## src/rtl/gpio_port_pkg.sv

```systemverilog
package gpio_port_pkg;

   // Source that feeds one pad driver
   typedef enum logic [1:0] {
      SRC_NONE   = 2'd0,
      SRC_LATCH  = 2'd1,
      SRC_PERIPH = 2'd2
   } pad_src_e;

   function automatic pad_src_e pick_src(input logic dir_bit, input logic ovr_bit);
      if (ovr_bit)      return SRC_PERIPH;
      else if (dir_bit) return SRC_LATCH;
      else              return SRC_NONE;
   endfunction

endpackage

```

## src/rtl/gpio_port_regs.sv

```systemverilog
module gpio_port_regs #(
   parameter int WIDTH     = 8,
   parameter int ADDR_W    = 2,
   parameter int DATA_ADDR = 0,
   parameter int DIR_ADDR  = 1
) (
   input  logic              clk,
   input  logic              rst_n,
   input  logic [ADDR_W-1:0] addr,
   input  logic              wr_en,
   input  logic [WIDTH-1:0]  wr_data,
   output logic [WIDTH-1:0]  dir_q,
   output logic [WIDTH-1:0]  lat_q
);

   localparam logic [ADDR_W-1:0] A_DATA = ADDR_W'(DATA_ADDR);
   localparam logic [ADDR_W-1:0] A_DIR  = ADDR_W'(DIR_ADDR);

   logic wr_dat, wr_dir;

   always_comb begin
      wr_dat = wr_en && (addr == A_DATA);
      wr_dir = wr_en && (addr == A_DIR);
   end

   // Direction register: cleared by reset
   always_ff @(posedge clk or negedge rst_n) begin
      if (!rst_n)      dir_q <= '0;
      else if (wr_dir) dir_q <= wr_data;
   end

   // Output latch: deliberately no reset, keeps its contents across reset
   always_ff @(posedge clk) begin
      if (wr_dat) lat_q <= wr_data;
   end

endmodule

```

## src/rtl/gpio_port_drive.sv

```systemverilog
module gpio_port_drive
   import gpio_port_pkg::*;
#(
   parameter int               WIDTH       = 8,
   parameter logic [WIDTH-1:0] PERIPH_MASK = '1
) (
   input  logic [WIDTH-1:0] dir_q,
   input  logic [WIDTH-1:0] lat_q,
   input  logic [WIDTH-1:0] per_oe,
   input  logic [WIDTH-1:0] per_out,
   output logic [WIDTH-1:0] pin_out,
   output logic [WIDTH-1:0] pin_oe
);

   for (genvar i = 0; i < WIDTH; i++) begin : g_bit
      if (PERIPH_MASK[i]) begin : g_ovr
         pad_src_e src;
         always_comb begin
            src = pick_src(dir_q[i], per_oe[i]);
            unique case (src)
               SRC_PERIPH: begin pin_oe[i] = 1'b1; pin_out[i] = per_out[i]; end
               SRC_LATCH:  begin pin_oe[i] = 1'b1; pin_out[i] = lat_q[i];   end
               default:    begin pin_oe[i] = 1'b0; pin_out[i] = lat_q[i];   end
            endcase
         end
      end else begin : g_plain
         logic unused_ovr;
         always_comb begin
            unused_ovr = per_oe[i] ^ per_out[i];
            pin_oe[i]  = dir_q[i];
            pin_out[i] = lat_q[i];
         end
      end
   end

endmodule

```

## src/rtl/gpio_port_rdmux.sv

```systemverilog
module gpio_port_rdmux #(
   parameter int WIDTH     = 8,
   parameter int ADDR_W    = 2,
   parameter int DATA_ADDR = 0,
   parameter int DIR_ADDR  = 1
) (
   input  logic [ADDR_W-1:0] addr,
   input  logic [WIDTH-1:0]  pin_in,
   input  logic [WIDTH-1:0]  dir_q,
   output logic [WIDTH-1:0]  rd_data,
   output logic [WIDTH-1:0]  per_in
);

   localparam logic [ADDR_W-1:0] A_DATA = ADDR_W'(DATA_ADDR);
   localparam logic [ADDR_W-1:0] A_DIR  = ADDR_W'(DIR_ADDR);

   always_comb begin
      per_in = pin_in;
      if (addr == A_DATA)     rd_data = pin_in;
      else if (addr == A_DIR) rd_data = dir_q;
      else                    rd_data = '0;
   end

endmodule

```

## src/rtl/gpio_port.sv

```systemverilog
module gpio_port #(
   parameter int               WIDTH       = 8,
   parameter int               ADDR_W      = 2,
   parameter int               DATA_ADDR   = 0,
   parameter int               DIR_ADDR    = 1,
   parameter logic [WIDTH-1:0] PERIPH_MASK = '1
) (
   input  logic              clk,
   input  logic              rst_n,
   input  logic [ADDR_W-1:0] addr,
   input  logic              wr_en,
   input  logic [WIDTH-1:0]  wr_data,
   output logic [WIDTH-1:0]  rd_data,
   input  logic [WIDTH-1:0]  per_oe,
   input  logic [WIDTH-1:0]  per_out,
   output logic [WIDTH-1:0]  per_in,
   input  logic [WIDTH-1:0]  pin_in,
   output logic [WIDTH-1:0]  pin_out,
   output logic [WIDTH-1:0]  pin_oe
);

   localparam int NUM_ADDR = 2 ** ADDR_W;

   if (WIDTH < 1)                 begin : g_bad_w  $error("WIDTH must be at least 1"); end
   if (ADDR_W < 1)                begin : g_bad_aw $error("ADDR_W must be at least 1"); end
   if (DATA_ADDR == DIR_ADDR)     begin : g_bad_a  $error("register addresses collide"); end
   if (DATA_ADDR >= NUM_ADDR || DIR_ADDR >= NUM_ADDR)
                                  begin : g_bad_r  $error("register address out of range"); end

   logic [WIDTH-1:0] dir_q, lat_q;

   gpio_port_regs #(
      .WIDTH(WIDTH), .ADDR_W(ADDR_W), .DATA_ADDR(DATA_ADDR), .DIR_ADDR(DIR_ADDR)
   ) u_regs (
      .clk(clk), .rst_n(rst_n), .addr(addr), .wr_en(wr_en), .wr_data(wr_data),
      .dir_q(dir_q), .lat_q(lat_q)
   );

   gpio_port_drive #(
      .WIDTH(WIDTH), .PERIPH_MASK(PERIPH_MASK)
   ) u_drive (
      .dir_q(dir_q), .lat_q(lat_q), .per_oe(per_oe), .per_out(per_out),
      .pin_out(pin_out), .pin_oe(pin_oe)
   );

   gpio_port_rdmux #(
      .WIDTH(WIDTH), .ADDR_W(ADDR_W), .DATA_ADDR(DATA_ADDR), .DIR_ADDR(DIR_ADDR)
   ) u_rdmux (
      .addr(addr), .pin_in(pin_in), .dir_q(dir_q), .rd_data(rd_data), .per_in(per_in)
   );

endmodule

```

## config.mk

```make
export PLATFORM = sky130hd
export DESIGN_NAME = gpio_port
export DESIGN_NICKNAME = d
export VERILOG_FILES = /design/src/rtl/gpio_port_pkg.sv /design/src/rtl/gpio_port_regs.sv /design/src/rtl/gpio_port_drive.sv /design/src/rtl/gpio_port_rdmux.sv /design/src/rtl/gpio_port.sv
export SDC_FILE = /design/constraint.sdc
export NUM_CORES = 1
export LEC_CHECK = 0
export ABC_AREA = 1
export BUFFER_PORTS_ARGS = -buffer_cell sky130_fd_sc_hd__buf_2
export CAP_MARGIN = 25
export CORE_MARGIN = 1
export CORE_UTILIZATION = 40
export DETAILED_ROUTE_END_ITERATION = 10
export GPL_TIMING_DRIVEN = 0
export MAX_ROUTING_LAYER = met4
export PLACE_DENSITY = 0.79
export SLEW_MARGIN = 20
export SYNTH_ARGS = -nofsm -noshare
export SYNTH_HDL_FRONTEND = slang
export SYNTH_HIERARCHICAL = 1
export SYNTH_SLANG_ARGS = --single-unit
```

## constraint.sdc

```tcl
create_clock -name clk -period 0.8 [get_ports clk]
set_input_delay 0 -clock clk [delete_from_list [all_inputs] [get_ports clk]]
set_output_delay 0 -clock clk [all_outputs]
set_load 0.1 [all_outputs]
```

# Yosys cells after proc, flatten, opt, wreduce, memory -nomap -nowiden
# Cells that the tools add are included.
# op_classes
addsub	0
multipliers	0
div_mod_pow	0
n_lt_le_gt_ge	0
eq_ne	17
n_shift	0
n_mux	34
bitwise	0
reduce_logical	11
# ops
operator	n
two-way mux 1 bit	24
== test 2 x 1 -> 1 bit, second input constant	9
== test 2 bit, second input constant	8
two-way mux 2 bit	8
two-way mux 8 bit	2
OR reduction 2 bit	8
logical AND 1 bit	2
logical NOT 2 bit	1
# word_totals
regBits	16
latch_bits	0
ram_bits	0
romBits	0
input_bits	37
output_inout_bits	32
wordCells	64
memories	0

# Logic depth before layout (Yosys ltp)
# depth
word_depth	5
depth_mapped	4
depth_no_buf	4

# By module
# Netlist, hierarchy kept.
# modules_own_cells
mod	n_inst	cells_per_inst	area_per_inst_um2	seq_area_each_um2
gpio_port_regs	1	46	601.8	440.4
gpio_port_rdmux	1	35	195.2	0.0
gpio_port_drive	1	40	170.2	0.0

# Least setup slack after synthesis
# Ideal clock, no wire load.
# synth_path
path_kind	reg2out
start	reg u_regs.dir_q[4]
end	out rd_data[4]
t_arrival_ns	1.056
required_time_ns	0.800
slack_ns	-0.256
stages_incl_launch_ff	3
path_buffers	0
cell_sequence	dfrtp_1 -> nand3_1 -> nand2_1
# synth_via
elab_chain_len	2
# synth_lines
element	line	source
start: declaration	gpio_port_regs.sv:12	output logic [WIDTH-1:0] dir_q,
start signal: assignment	gpio_port_regs.sv:29	else if (wr_dir) dir_q <= wr_data;
two-way mux 8 bit	gpio_port_rdmux.sv:20	else if (addr == A_DIR) rd_data = dir_q;
two-way mux 8 bit	gpio_port_rdmux.sv:19	if (addr == A_DATA) rd_data = pin_in;
end: declaration	gpio_port.sv:13	output logic [WIDTH-1:0] rd_data,
# No other way between the ends.

# Worst setup path in the final report
# layout_path
start	reg u_regs.dir_q[6]
end	out pin_oe[6]
# layout_via
elab_chain_len	5
word_cells_on_any_way	6
cone_classes	2 x eq/ne; 3 x mux; 1 x reduce/logical
# layout_lines
element	line	source
two-way mux 1 bit *	gpio_port_pkg.sv:12	else if (dir_bit) return SRC_LATCH;
two-way mux 2 bit *	gpio_port_pkg.sv:11	if (ovr_bit) return SRC_PERIPH;
== test 2 bit or == test 2 x 1 -> 1 bit (tied branches)	gpio_port_drive.sv:20	unique case (src)
OR reduction 2 bit (no source line) *	-	
two-way mux 1 bit *	gpio_port_drive.sv:20	
end: declaration	gpio_port.sv:19	output logic [WIDTH-1:0] pin_oe
# Every way passes the cells marked *; elsewhere a longest branch is shown, timed or not.

==> PnR_summary.wiki <==
{| class="wikitable"
! Metric !! Value
|-
| Transition time at the pin with the least slew margin || 0.497 ns
|-
| Final worst slack || -0.338 ns
|-
| WP data required || 0.80 ns
|-
| DRT Pass-1 Iters || 4
|-
| Final setup violation count || 24
|-
| Routability-driven placement congestion ratio || 0.695
|-
| Critical Path Start Type || register
|-
| Latest clock arrival within the worst-skew pair || 0.28 ns
|-
| Overflow after GRT || 0
|-
| TNS Setup || -6.27 ns
|-
| Slowest cell delay on critical path || 0.44 ns
|-
| Via count || 1217
|-
| Starting Density || 0.429
|-
| Worst hold-check slack || 0.0149 ns
|-
| Part of the Yosys area used for sequential elements || 0.455
|-
| Number of flip-flops and latches in the synthesized netlist || 16
|-
| Number of core rows || 17
|-
| Total routing usage reported by global routing || 0.285
|-
| Result of the run || finished with violations
|-
| Design Area, Final || 0.00200 mm2
|-
| Clock tree from TritonCTS || built
|-
| Floorplan core area || 0.00225 mm2
|-
| Final Slew Violations || 0
|-
| Post-synth net total || approximately 160
|-
| Vias in the first global route || ~1200
|-
| Horizontal die dimension || about 51 um
|-
| Min cycle time layout || roughly 1.1 ns
|-
| Initial antenna violation count || 0
|-
| Top cell type by total area after synthesis || edfxtp_1
|-
| TritonCTS Buffers || 3
|-
| Crit-path cells || or2_4 > buf_12
|-
| Residual DRC count || 0
|-
| Post-detailed-placement half-perimeter wirelength || 1890 um
|-
| I/O Buffers || 66
|-
| Final Instance Count excl. Fillers || 234
|-
| Slowest stage cell, crit path || dfrtp_1
|-
| Via density per instance || 5.20
|-
| Storage element area || 440 um2
|-
| Data arrival time of the critical path || 1.14 ns
|-
| Die Footprint || 0.00262 mm2
|-
| Total power draw || about 3.6 mW
|-
| Clock Tree Buf Depth || 2
|-
| Multi-input gate area || 536 um2
|-
| Power per unit of standard cell area || 1800 mW/mm2
|-
| Total instance count after detailed placement || ~220
|-
| Routed wire length || 4030 um
|-
| Global-route wire length before repair || 5350 um
|-
| # nets final || around 250
|-
| Fraction of final layout cells with drive strength greater than 1 || 0.592
|-
| Count of synthesis-stage warnings from yosys || 6
|-
| Fraction of post-synthesis cell area in the top cell type by area || 0.248
|-
| Kind of end point of the critical path || primary output
|-
| Crit share post-route || 1.42
|-
| Top-level port count || 69
|-
| Overall die height || 51.2 um
|-
| Average wire per cell in the routed design || roughly 17 um
|-
| Highest fanout seen on the critical path || 3
|-
| Detailed router's first-iteration violation count || 51
|-
| Count of antenna diodes in the layout || 0
|-
| Avg Synthesized Cell Area || 7.99 um2
|-
| Clk sink count || 16
|-
| CTS clock-pin slew for the worst setup and hold paths || 0.09 ns
|-
| Hold crit path type || in2reg
|-
| Slew margin rel. || 0.671
|-
| Pin count of the biggest net entering global routing || 11
|-
| Number of standard cells after synthesis || 121
|-
| Post-placement worst setup slack || -0.326 ns
|-
| Filler instances || between 90 and 100
|-
| Unique masters post-synth || 13
|-
| Final count of hold timing violations || 0
|-
| Clock tree root driver cell || clkbuf_4
|-
| Worst clock skew on the final layout || 0 ns
|-
| Layout overhead on the synthesized area || 107%
|-
| Unrepaired setup endpoints after global routing || yes
|-
| Max capacitance violation total || 0
|-
| Final standard cell utilization of the core || 0.888
|-
| Cell leakage power || 1.01 nW
|-
| Htree depth || 1
|-
| Dominant cells by area after synthesis || edfxtp_1 25%, nand2_1 22%, dfrtp_1 21%, buf_4 6.2%, nand4_1 5.2%
|-
| Failing checks || negative setup slack
|-
| Cell Area, Synth || just under 0.001 mm2
|-
| DP Area || roughly 0.0014 mm2
|-
| Worst VDD drop || around 1.4 mV
|-
| Final antenna-violating net count || 0
|-
| Type of the worst setup path || reg2out
|-
| Maximum frequency from static timing analysis || 0.879 GHz
|}
logic make-up after synthesis:
kind of cell	share of synthesized area
buffers and inverters	0.136
DFF	0.455
and+or+nand+nor	0.409
cells in the final DEF (no fill, tap or decap):
cell type	count
nand2_2	10
inv_2	2
buf_4	13
nand3_2	7
inv_1	8
nand2_1	40
dlygate4sd3_1	11
nand3_1	1
clkbuf_4	3
dfrtp_1	8
nand4_1	8
nor2_8	1
buf_12	24
buf_2	42
nor2_4	1
or2_4	8
nand3_4	1
buf_6	3
edfxtp_1	8
nand2_4	7
synthesized netlist by cell type:
| master | count |
|---|---|
| nand4_1 | 8 |
| buf_6 | 3 |
| edfxtp_1 | 8 |
| nand3_1 | 8 |
| or2_1 | 8 |
| buf_4 | 8 |
| nor2_8 | 1 |
| inv_2 | 2 |
| nand3_4 | 1 |
| nor2_1 | 1 |
| nand2_1 | 57 |
| dfrtp_1 | 8 |
| inv_1 | 8 |
layer usage:
metal / GRT usage / up-vias / part of all wire
li1: - / 547 / -
met1: 0.294 / 589 / 0.36
met2: 0.550 / 73 / 0.55
met3: 0.0417 / 8 / 0.069
met4: 0.0787 / 0 / 0.018
met5: - / - / 0
worst paths after layout:
path / cells after the start / slack (ns) / to / startpoint
worst max-delay path: 2 / -0.34 / pin_oe[6] / u_regs/dir_q[6]
worst min-delay path: 3 / 0.01 / u_regs/dir_q[1] / wr_en
worst max register to register: 3 / 0 / u_regs/dir_q[3] / u_regs/dir_q[3]
worst min register to register: 2 / 0.56 / u_regs/dir_q[0] / u_regs/dir_q[0]
max in group asynchronous: 2 / 0.51 / u_regs/dir_q[3] / rst_n
min in group asynchronous: 2 / 0.11 / u_regs/dir_q[6] / rst_n
worst max-delay path: cells and delay by family (launching register included):
family,cells,cell delay (ns)
buffers and inverters,1,0.16
AND/OR/NAND/NOR,1,0.26
flip-flops,1,0.44
layout make-up:
type,instances,share of cell area
Buffer,11,0.0468
Clock buffer,3,0.0112
Inverter,10,0.0187
Multi-Input combinational cell,84,0.267
Sequential cell,16,0.220
Tap cell,28,0.0175
Timing Repair Buffer,82,0.418
state kept, by name, indices dropped and copies added, names as in the netlist:
register and flops:
u_regs/dir_q 8, u_regs/lat_q 8
where the power goes:
| part | switching [mW] | leakage, nW | internal [mW] |
|---|---|---|---|
| clock | 0.230 | 0.0138 | 0.174 |
| sequential | 0.0835 | 0.173 | 0.952 |
| combinational | 1.40 | 0.825 | 0.768 |
repair_timing:
item                                    CTS  global route
pin swaps                                21             7
buffers inserted                          3             2
hold buffers                              9             2
endpoints found under the hold margin    21             1
resized for setup                        99             6
endpoints found under the setup margin   32            24
Power figures use the tool's default switching activity.
